## src/rtl/irq_regwrite.sv

```systemverilog
module irq_regwrite #(
  parameter int AW        = 12,
  parameter int VEC_BYTES = 64
) (
  input  logic                   clk,
  input  logic                   rst_n,
  input  logic                   wr_en,
  input  logic [AW-1:0]          wr_addr,
  input  logic [3:0]             wr_size,
  input  logic [63:0]            wr_data,
  input  logic [63:0]            irq_set,
  output logic                   wr_ack,
  output logic                   wr_err,
  output logic [63:0]            en_evt,
  output logic [63:0]            dis_evt,
  output logic [63:0]            clr_evt,
  output logic [63:0]            mask_q,
  output logic [63:0]            trig_q,
  output logic [63:0]            pol_q,
  output logic [63:0]            msgen_q,
  output logic [63:0]            pend_q,
  output logic [VEC_BYTES*8-1:0] vec_q
);

  localparam int GROUPS = VEC_BYTES / 8;
  localparam int WW     = AW - 3;
  localparam logic [WW-1:0] W_MASK  = WW'(32'h000 / 8);
  localparam logic [WW-1:0] W_TRIG  = WW'(32'h008 / 8);
  localparam logic [WW-1:0] W_POL   = WW'(32'h010 / 8);
  localparam logic [WW-1:0] W_MSGEN = WW'(32'h018 / 8);
  localparam logic [WW-1:0] W_CLR   = WW'(32'h020 / 8);
  localparam logic [WW-1:0] W_AUTOA = WW'(32'h030 / 8);
  localparam logic [WW-1:0] W_AUTOB = WW'(32'h038 / 8);
  localparam logic [WW-1:0] W_RT_LO = WW'(32'h100 / 8);
  localparam logic [WW-1:0] W_RT_HI = WW'((32'h100 + 64) / 8);
  localparam logic [WW-1:0] W_VC_LO = WW'(32'h200 / 8);
  localparam logic [WW-1:0] W_VC_HI = WW'((32'h200 + VEC_BYTES) / 8);

  logic [63:0] size_m, lane_m, lane_d, new_mask, clr_lines;
  logic [WW-1:0] widx, vgrp;
  logic sel_mask, sel_trig, sel_pol, sel_msgen, sel_clr, sel_ign, sel_vec, mapped, wr_ok;

  always_comb begin
    case (wr_size)
      4'd1:    size_m = 64'h0000_0000_0000_00FF;
      4'd2:    size_m = 64'h0000_0000_0000_FFFF;
      4'd4:    size_m = 64'h0000_0000_FFFF_FFFF;
      default: size_m = '1;
    endcase
  end

  assign lane_m = size_m << {wr_addr[2:0], 3'b000};
  assign lane_d = (wr_data & size_m) << {wr_addr[2:0], 3'b000};

  assign widx      = wr_addr[AW-1:3];
  assign vgrp      = widx - W_VC_LO;
  assign sel_mask  = widx == W_MASK;
  assign sel_trig  = widx == W_TRIG;
  assign sel_pol   = widx == W_POL;
  assign sel_msgen = widx == W_MSGEN;
  assign sel_clr   = widx == W_CLR;
  assign sel_ign   = widx == W_AUTOA || widx == W_AUTOB || (widx >= W_RT_LO && widx < W_RT_HI);
  assign sel_vec   = widx >= W_VC_LO && widx < W_VC_HI;
  assign mapped    = sel_mask | sel_trig | sel_pol | sel_msgen | sel_clr | sel_ign | sel_vec;
  assign wr_ok     = wr_en & mapped;

  assign new_mask  = (mask_q & ~lane_m) | lane_d;
  assign clr_lines = (wr_ok && sel_clr) ? (pend_q & trig_q & lane_d) : '0;

  always_ff @(posedge clk) begin
    if (!rst_n) begin
      wr_ack  <= 1'b0;
      wr_err  <= 1'b0;
      en_evt  <= '0;
      dis_evt <= '0;
      clr_evt <= '0;
      mask_q  <= '1;
      trig_q  <= '0;
      pol_q   <= '0;
      msgen_q <= '0;
      pend_q  <= '0;
    end else begin
      wr_ack  <= wr_en;
      wr_err  <= wr_en & ~mapped;
      en_evt  <= (wr_ok && sel_mask) ? (mask_q & ~new_mask) : '0;
      dis_evt <= (wr_ok && sel_mask) ? (~mask_q & new_mask) : '0;
      clr_evt <= clr_lines;
      pend_q  <= (pend_q & ~clr_lines) | irq_set;
      if (wr_ok && sel_mask)  mask_q  <= new_mask;
      if (wr_ok && sel_trig)  trig_q  <= (trig_q & ~lane_m) | lane_d;
      if (wr_ok && sel_pol)   pol_q   <= (pol_q & ~lane_m) | lane_d;
      if (wr_ok && sel_msgen) msgen_q <= (msgen_q & ~lane_m) | lane_d;
    end
  end

  for (genvar g = 0; g < GROUPS; g++) begin : g_vec
    always_ff @(posedge clk) begin
      if (!rst_n)
        vec_q[g*64 +: 64] <= '0;
      else if (wr_ok && sel_vec && vgrp == WW'(g))
        vec_q[g*64 +: 64] <= (vec_q[g*64 +: 64] & ~lane_m) | lane_d;
    end
  end

endmodule

```

## config.mk

```make
export PLATFORM = sky130hd
export DESIGN_NAME = irq_regwrite
export DESIGN_NICKNAME = d
export VERILOG_FILES = /design/src/rtl/irq_regwrite.sv
export SDC_FILE = /design/constraint.sdc
export NUM_CORES = 2
export LEC_CHECK = 0
export BUFFER_PORTS_ARGS = -buffer_cell sky130_fd_sc_hd__clkbuf_2
export CAP_MARGIN = 15
export CORE_AREA = 2 2 454 456
export CTS_BUF_LIST = sky130_fd_sc_hd__clkbuf_4 sky130_fd_sc_hd__clkbuf_8 sky130_fd_sc_hd__clkbuf_16
export DETAILED_ROUTE_END_ITERATION = 12
export DIE_AREA = 0 0 456 458
export GPL_TIMING_DRIVEN = 1
export PLACE_DENSITY = 0.47
export REMOVE_ABC_BUFFERS = 1
export SLEW_MARGIN = 20
export SYNTH_ARGS = -nofsm -noshare
export SYNTH_HDL_FRONTEND = slang
export SYNTH_SLANG_ARGS = --single-unit
```

## constraint.sdc

```tcl
create_clock -name clk -period 4.5 [get_ports clk]
set_input_delay 0.225 -clock clk [delete_from_list [all_inputs] [get_ports clk]]
set_output_delay 0.225 -clock clk [all_outputs]
set_load 0.02 [all_outputs]
```

# Word-level counts from Yosys, hierarchy flattened
# Cells that the tools add are included.
# totals
reg_bits,1026
input_bits,147
output_inout_bits,1026
word_cells,108
# op_classes
n_addsub,1
magnitude_cmp,4
eq_ne,16
n_shift,2
muxes,2
bitwise,44
n_reduce_logical,21
# ops
op,count
64-bit AND,18
64-bit bitwise OR,13
64-bit inverter,4
64-bit case mux with 3 select lines,1
64-bit by 6-bit left shift with 64-bit output,2
64-bit 2-to-1 mux,1
9-bit by 3-bit == test with 1-bit output (second input constant),7
9-bit by 2-bit == test with 1-bit output (second input constant),4
9-bit by 1-bit == test with 1-bit output (second input constant),2
9-bit zero test,2
1-bit logical AND,16
9-bit by 6-bit >= comparator with 1-bit output (second input constant),1
9-bit by 7-bit >= comparator with 1-bit output (second input constant),1
9-bit by 6-bit less-than comparator with 1-bit output (second input constant),1
9-bit by 7-bit less-than comparator with 1-bit output (second input constant),1
9-bit by 7-bit subtractor with 9-bit output (second input constant),1
1-bit bitwise OR,6
4-bit by 1-bit == test with 1-bit output (second input constant),1
4-bit by 2-bit == test with 1-bit output (second input constant),1
4-bit by 3-bit == test with 1-bit output (second input constant),1
1-bit AND,2
1-bit logical OR,2
2-bit AND reduction,1
1-bit inverter,1

# Logic depth before layout (Yosys ltp)
# depth
depth_word,13
ltp_mapped,9
depth_no_buf,5

# Worst setup path before layout
# No wires, ideal clock.
# synth_timing
path_type,input to register
startpoint,in wr_addr[7]
endpoint,reg mask_q[61]
setup_time_ns,0.122
arrival_time_ns,2.258
t_required_ns,4.378
slack_ns,2.120
stages,8
n_path_buf,4
path_cell_list,or4_4 > buf_6 > or4_4 > buf_6 > or2_1 > buf_6 > buf_6 > a221o_1
# synth_between
elab_chain_len,9
word_cells_on_any_way,23
cone_classes,order compare: 4; eq/ne: 6; bitwise: 7; reduce/logical: 6
# synth_rtl
item,line_no,rtl
from (decl),8,"input logic [AW-1:0] wr_addr,"
9-bit by 1-bit == test with 1-bit output / 9-bit zero test (equally long branches),"58, 57",
1-bit bitwise OR (6 in a row),64,assign mapped = sel_mask | sel_trig | sel_pol | sel_msgen | sel_clr | sel_ign | sel_vec;
1-bit AND,65,assign wr_ok = wr_en & mapped;
1-bit logical AND (*),89,if (wr_ok && sel_mask) mask_q <= new_mask;
to (signal assigned),89,
to (decl),17,"output logic [63:0] mask_q,"
# Every way passes the cells marked *; elsewhere a longest branch is shown, timed or not.
# A chain may end at the register's enable or synchronous reset.

# Worst setup path in the final report
# layout_timing
startpoint,in wr_addr[0]
endpoint,reg mask_q[63]
# layout_between
elab_chain_len,4
word_cells_on_any_way,5
cone_classes,shift: 2; bitwise: 3
# layout_rtl
item,line_no,rtl
64-bit by 6-bit left shift with 64-bit output,52,"assign lane_m = size_m << {wr_addr[2:0], 3'b000};"
64-bit inverter,67,assign new_mask = (mask_q & ~lane_m) | lane_d;
64-bit AND,67,
64-bit bitwise OR (*),67,
# Marks and branches as above.

==> results.txt <==
Hold Path Stages: 5
Antenna violations before repair: 82
Critical Path AT: 3.75 ns
First-pass GRT wire length: 313200 µm
Most common cell after layout, fill and taps aside: clkbuf_2
Register area share after synthesis: 55.24%
Area of the multi-input gates: 15380 µm²
Highest Clock Rate: 0.3246 GHz
GR Overflow Total: 0
Final Cycle Share: 68.46%
Reg-to-reg startpoint: mask_q[41]
Synth top area cells: dfxtp_1 (55%), nor2_1 (4.2%), nand2_1 (4.1%), a22oi_1 (3.6%), o22ai_1 (3.0%)
Slew Limit Fails: 0
Router iterations before antenna repair: 6
Share of flip-flops with an asynchronous set or reset: 0%
Min cycle time layout: 3.081 ns
Via-to-Cell Ratio: 4.698
Clk_lat worst skew: 0.78 ns
Reg2reg end: dis_evt[41]
Leading area contributor after synthesis: dfxtp_1
Ys flop type: dfxtp_1
Max-cap violations: 0
Crit path from: wr_addr[0]
I/O Pins: 1173
Largest net degree at the start of global routing: 177
Final instance area: 51800 µm²
Crit-path cells: buf_4 -> clkinv_1 -> a22oi_2 -> buf_4 -> o22ai_2 -> buf_4 -> or2_1 -> a221o_1
# setup viols final: 0
Area growth syn-to-layout: 39.31%
GRT Overall Usage: 21.71%
DR WL/cell: 30.08 µm
H-tree depth: 3
Slew Limit Headroom: 21.95%
Crit-path max cell delay: 0.98 ns
Worst-path clk slew: 0.06 ns
Worst-path maximum fanout: 32
Synth Instances: 3919
Outcome: completed
CTS root buf: clkbuf_16
Most used cell, CP: buf_4
CP Class: input pin to flop
Clk sinks: 1026
Hold_ws: 0.1235 ns
Reg2Reg Depth: 1
Crit-path leading delay family: buffers and inverters
Register area: 20540 µm²
Share of the synthesized area in the top cell type: 55.24%
Hold crit path type: input pin to flop
Port bufs: 1172
Crit path capture: mask_q[63]
Post-CTS resize count: 0
Critical path depth: 8
# fillers: 22070
Synth cell types: 65
Initial Util: 18.25%
CTS tree: done
Placement row count: 166
Floorplan core area: 203800 µm²
Worst-path cell with the longest stage delay: clkinv_1
Final nets: 5240
Post-Route WL: 237900 µm
RSZ-0062 raised after global routing: false
Pleak: 21.44 nW
Req. time, crit path: 5.17 ns
Gp weighted congestion: 0.9025
Initial drt markers: 3180
Synth Cell Area: 37180 µm²
Flop2flop setup slack: 3.35 ns
Hold Fails Final Rpt: 0
Post-Route Skew: 0.04034 ns
Commonest cells after routing, fill and taps aside: clkbuf_2 (1169), dfxtp_1 (1026), nor2_1 (416)
Via count: 37160
Routed Antenna Nets: 0
CP Launch Type: input pin
Vias in the first global route: 35030
Die Y-Extent: 458 µm
Clk buf depth: 3
Post-route DRC: 0
Avg Inst Size Synth: 9.488 µm²
Buf/Inv on CP: 4
DP Wirelength: 179100 µm
Synthesis warning total: 0
Setup crit end kind: flop
Worst vdd ir: 376.0 µV
Dpl cell area: 46660 µm²
Pwr dens: 413.0 nW/µm²
Post-synth EDFFs: 0
#FFs+latches synth: 1026
Share of cells above drive strength 1: 32.34%
Worst-Margin Slew: 1.166 ns
Inserted Clock Buffers: 119
Area of the die: 208800 µm²
Die Width: 456 µm
[sequential cells by signal, summed over array words and instances (netlist names)]
signal and flops:
wr_ack 1, vec_q 512, mask_q 64, trig_q 64
pol_q 64, msgen_q 64, pend_q 64, dis_evt 64
wr_err 1, en_evt 64, clr_evt 64
[metrics by stage]
step / power, W / std cells / utilization [%] / setup TNS [ns] / worst slack (ns)
floorplan: 0.009877 / 3570 / - / -53.66 / -0.9593
global placement: 0.01085 / 7589 / 22.87 / 0 / 0.8260
detailed placement: 0.01086 / 7590 / 22.90 / 0 / 0.9470
CTS: 0.02167 / 7885 / 25.39 / 0 / 1.606
global route: 0.02205 / 7887 / 25.40 / 0 / 1.309
finish: 0.02139 / 7909 / 25.42 / 0 / 1.419
[cell families after synthesis]
kind of cell / share of synthesized area [%]
AOI/OAI and AO/OA: 22.38
xor gates and xnor gates: 0.09423
buffers and inverters: 4.492
DFF: 55.24
muxes: 1.252
and+or+nand+nor: 16.55
[layer usage]
| metal | GRT usage, % | part of all wire, % |
|---|---|---|
| met3 | 6.136 | 7.9 |
| met1 | 25.79 | 40 |
| met5 | 0 | 0.12 |
| met4 | 10.44 | 5.1 |
| met2 | 35.90 | 47 |
[timing repair]
| action | CTS | global route |
|---|---|---|
| endpoints found under the hold margin | 74 | 0 |
| hold buffers | 69 | 0 |
| setup buffers | 0 | 0 |
[cells in the mapped netlist (all sizes together), types with 66 or more instances]
master / count
o22ai: 177
nand2: 405
buf: 72
a22o: 88
nor2: 419
clkbuf: 277
nand3: 135
o21a: 109
dfxtp: 1026
a21boi: 88
a21oi: 190
a22oi: 178
nor3: 66
[cell type report]
type                    instances  share of cell area, %
flip-flops and latches       1026                  39.65
multi-input cells            2486                  29.70
repair buffers               1402                  15.17
clock buffers                 169                  6.847
well taps                    2688                  6.492
clock inverters                57                  1.594
inverters                      58                 0.4348
diodes                         23                 0.1111
[worst min path at each step]
stage / from / endpoint
after global placement: irq_set[2] / pend_q[2]
after global routing: wr_data[10] / en_evt[42]
after detailed placement: irq_set[4] / pend_q[4]
final: wr_data[9] / vec_q[425]
after floorplan: rst_n / mask_q[0]
after CTS: wr_data[9] / vec_q[105]
[power breakdown]
group          internal, W  switching [W]
Sequential         0.00913      0.0000370
Clock              0.00634        0.00435
Combinational     0.000376        0.00116
Total               0.0158        0.00555
Power figures use the tool's default switching activity.
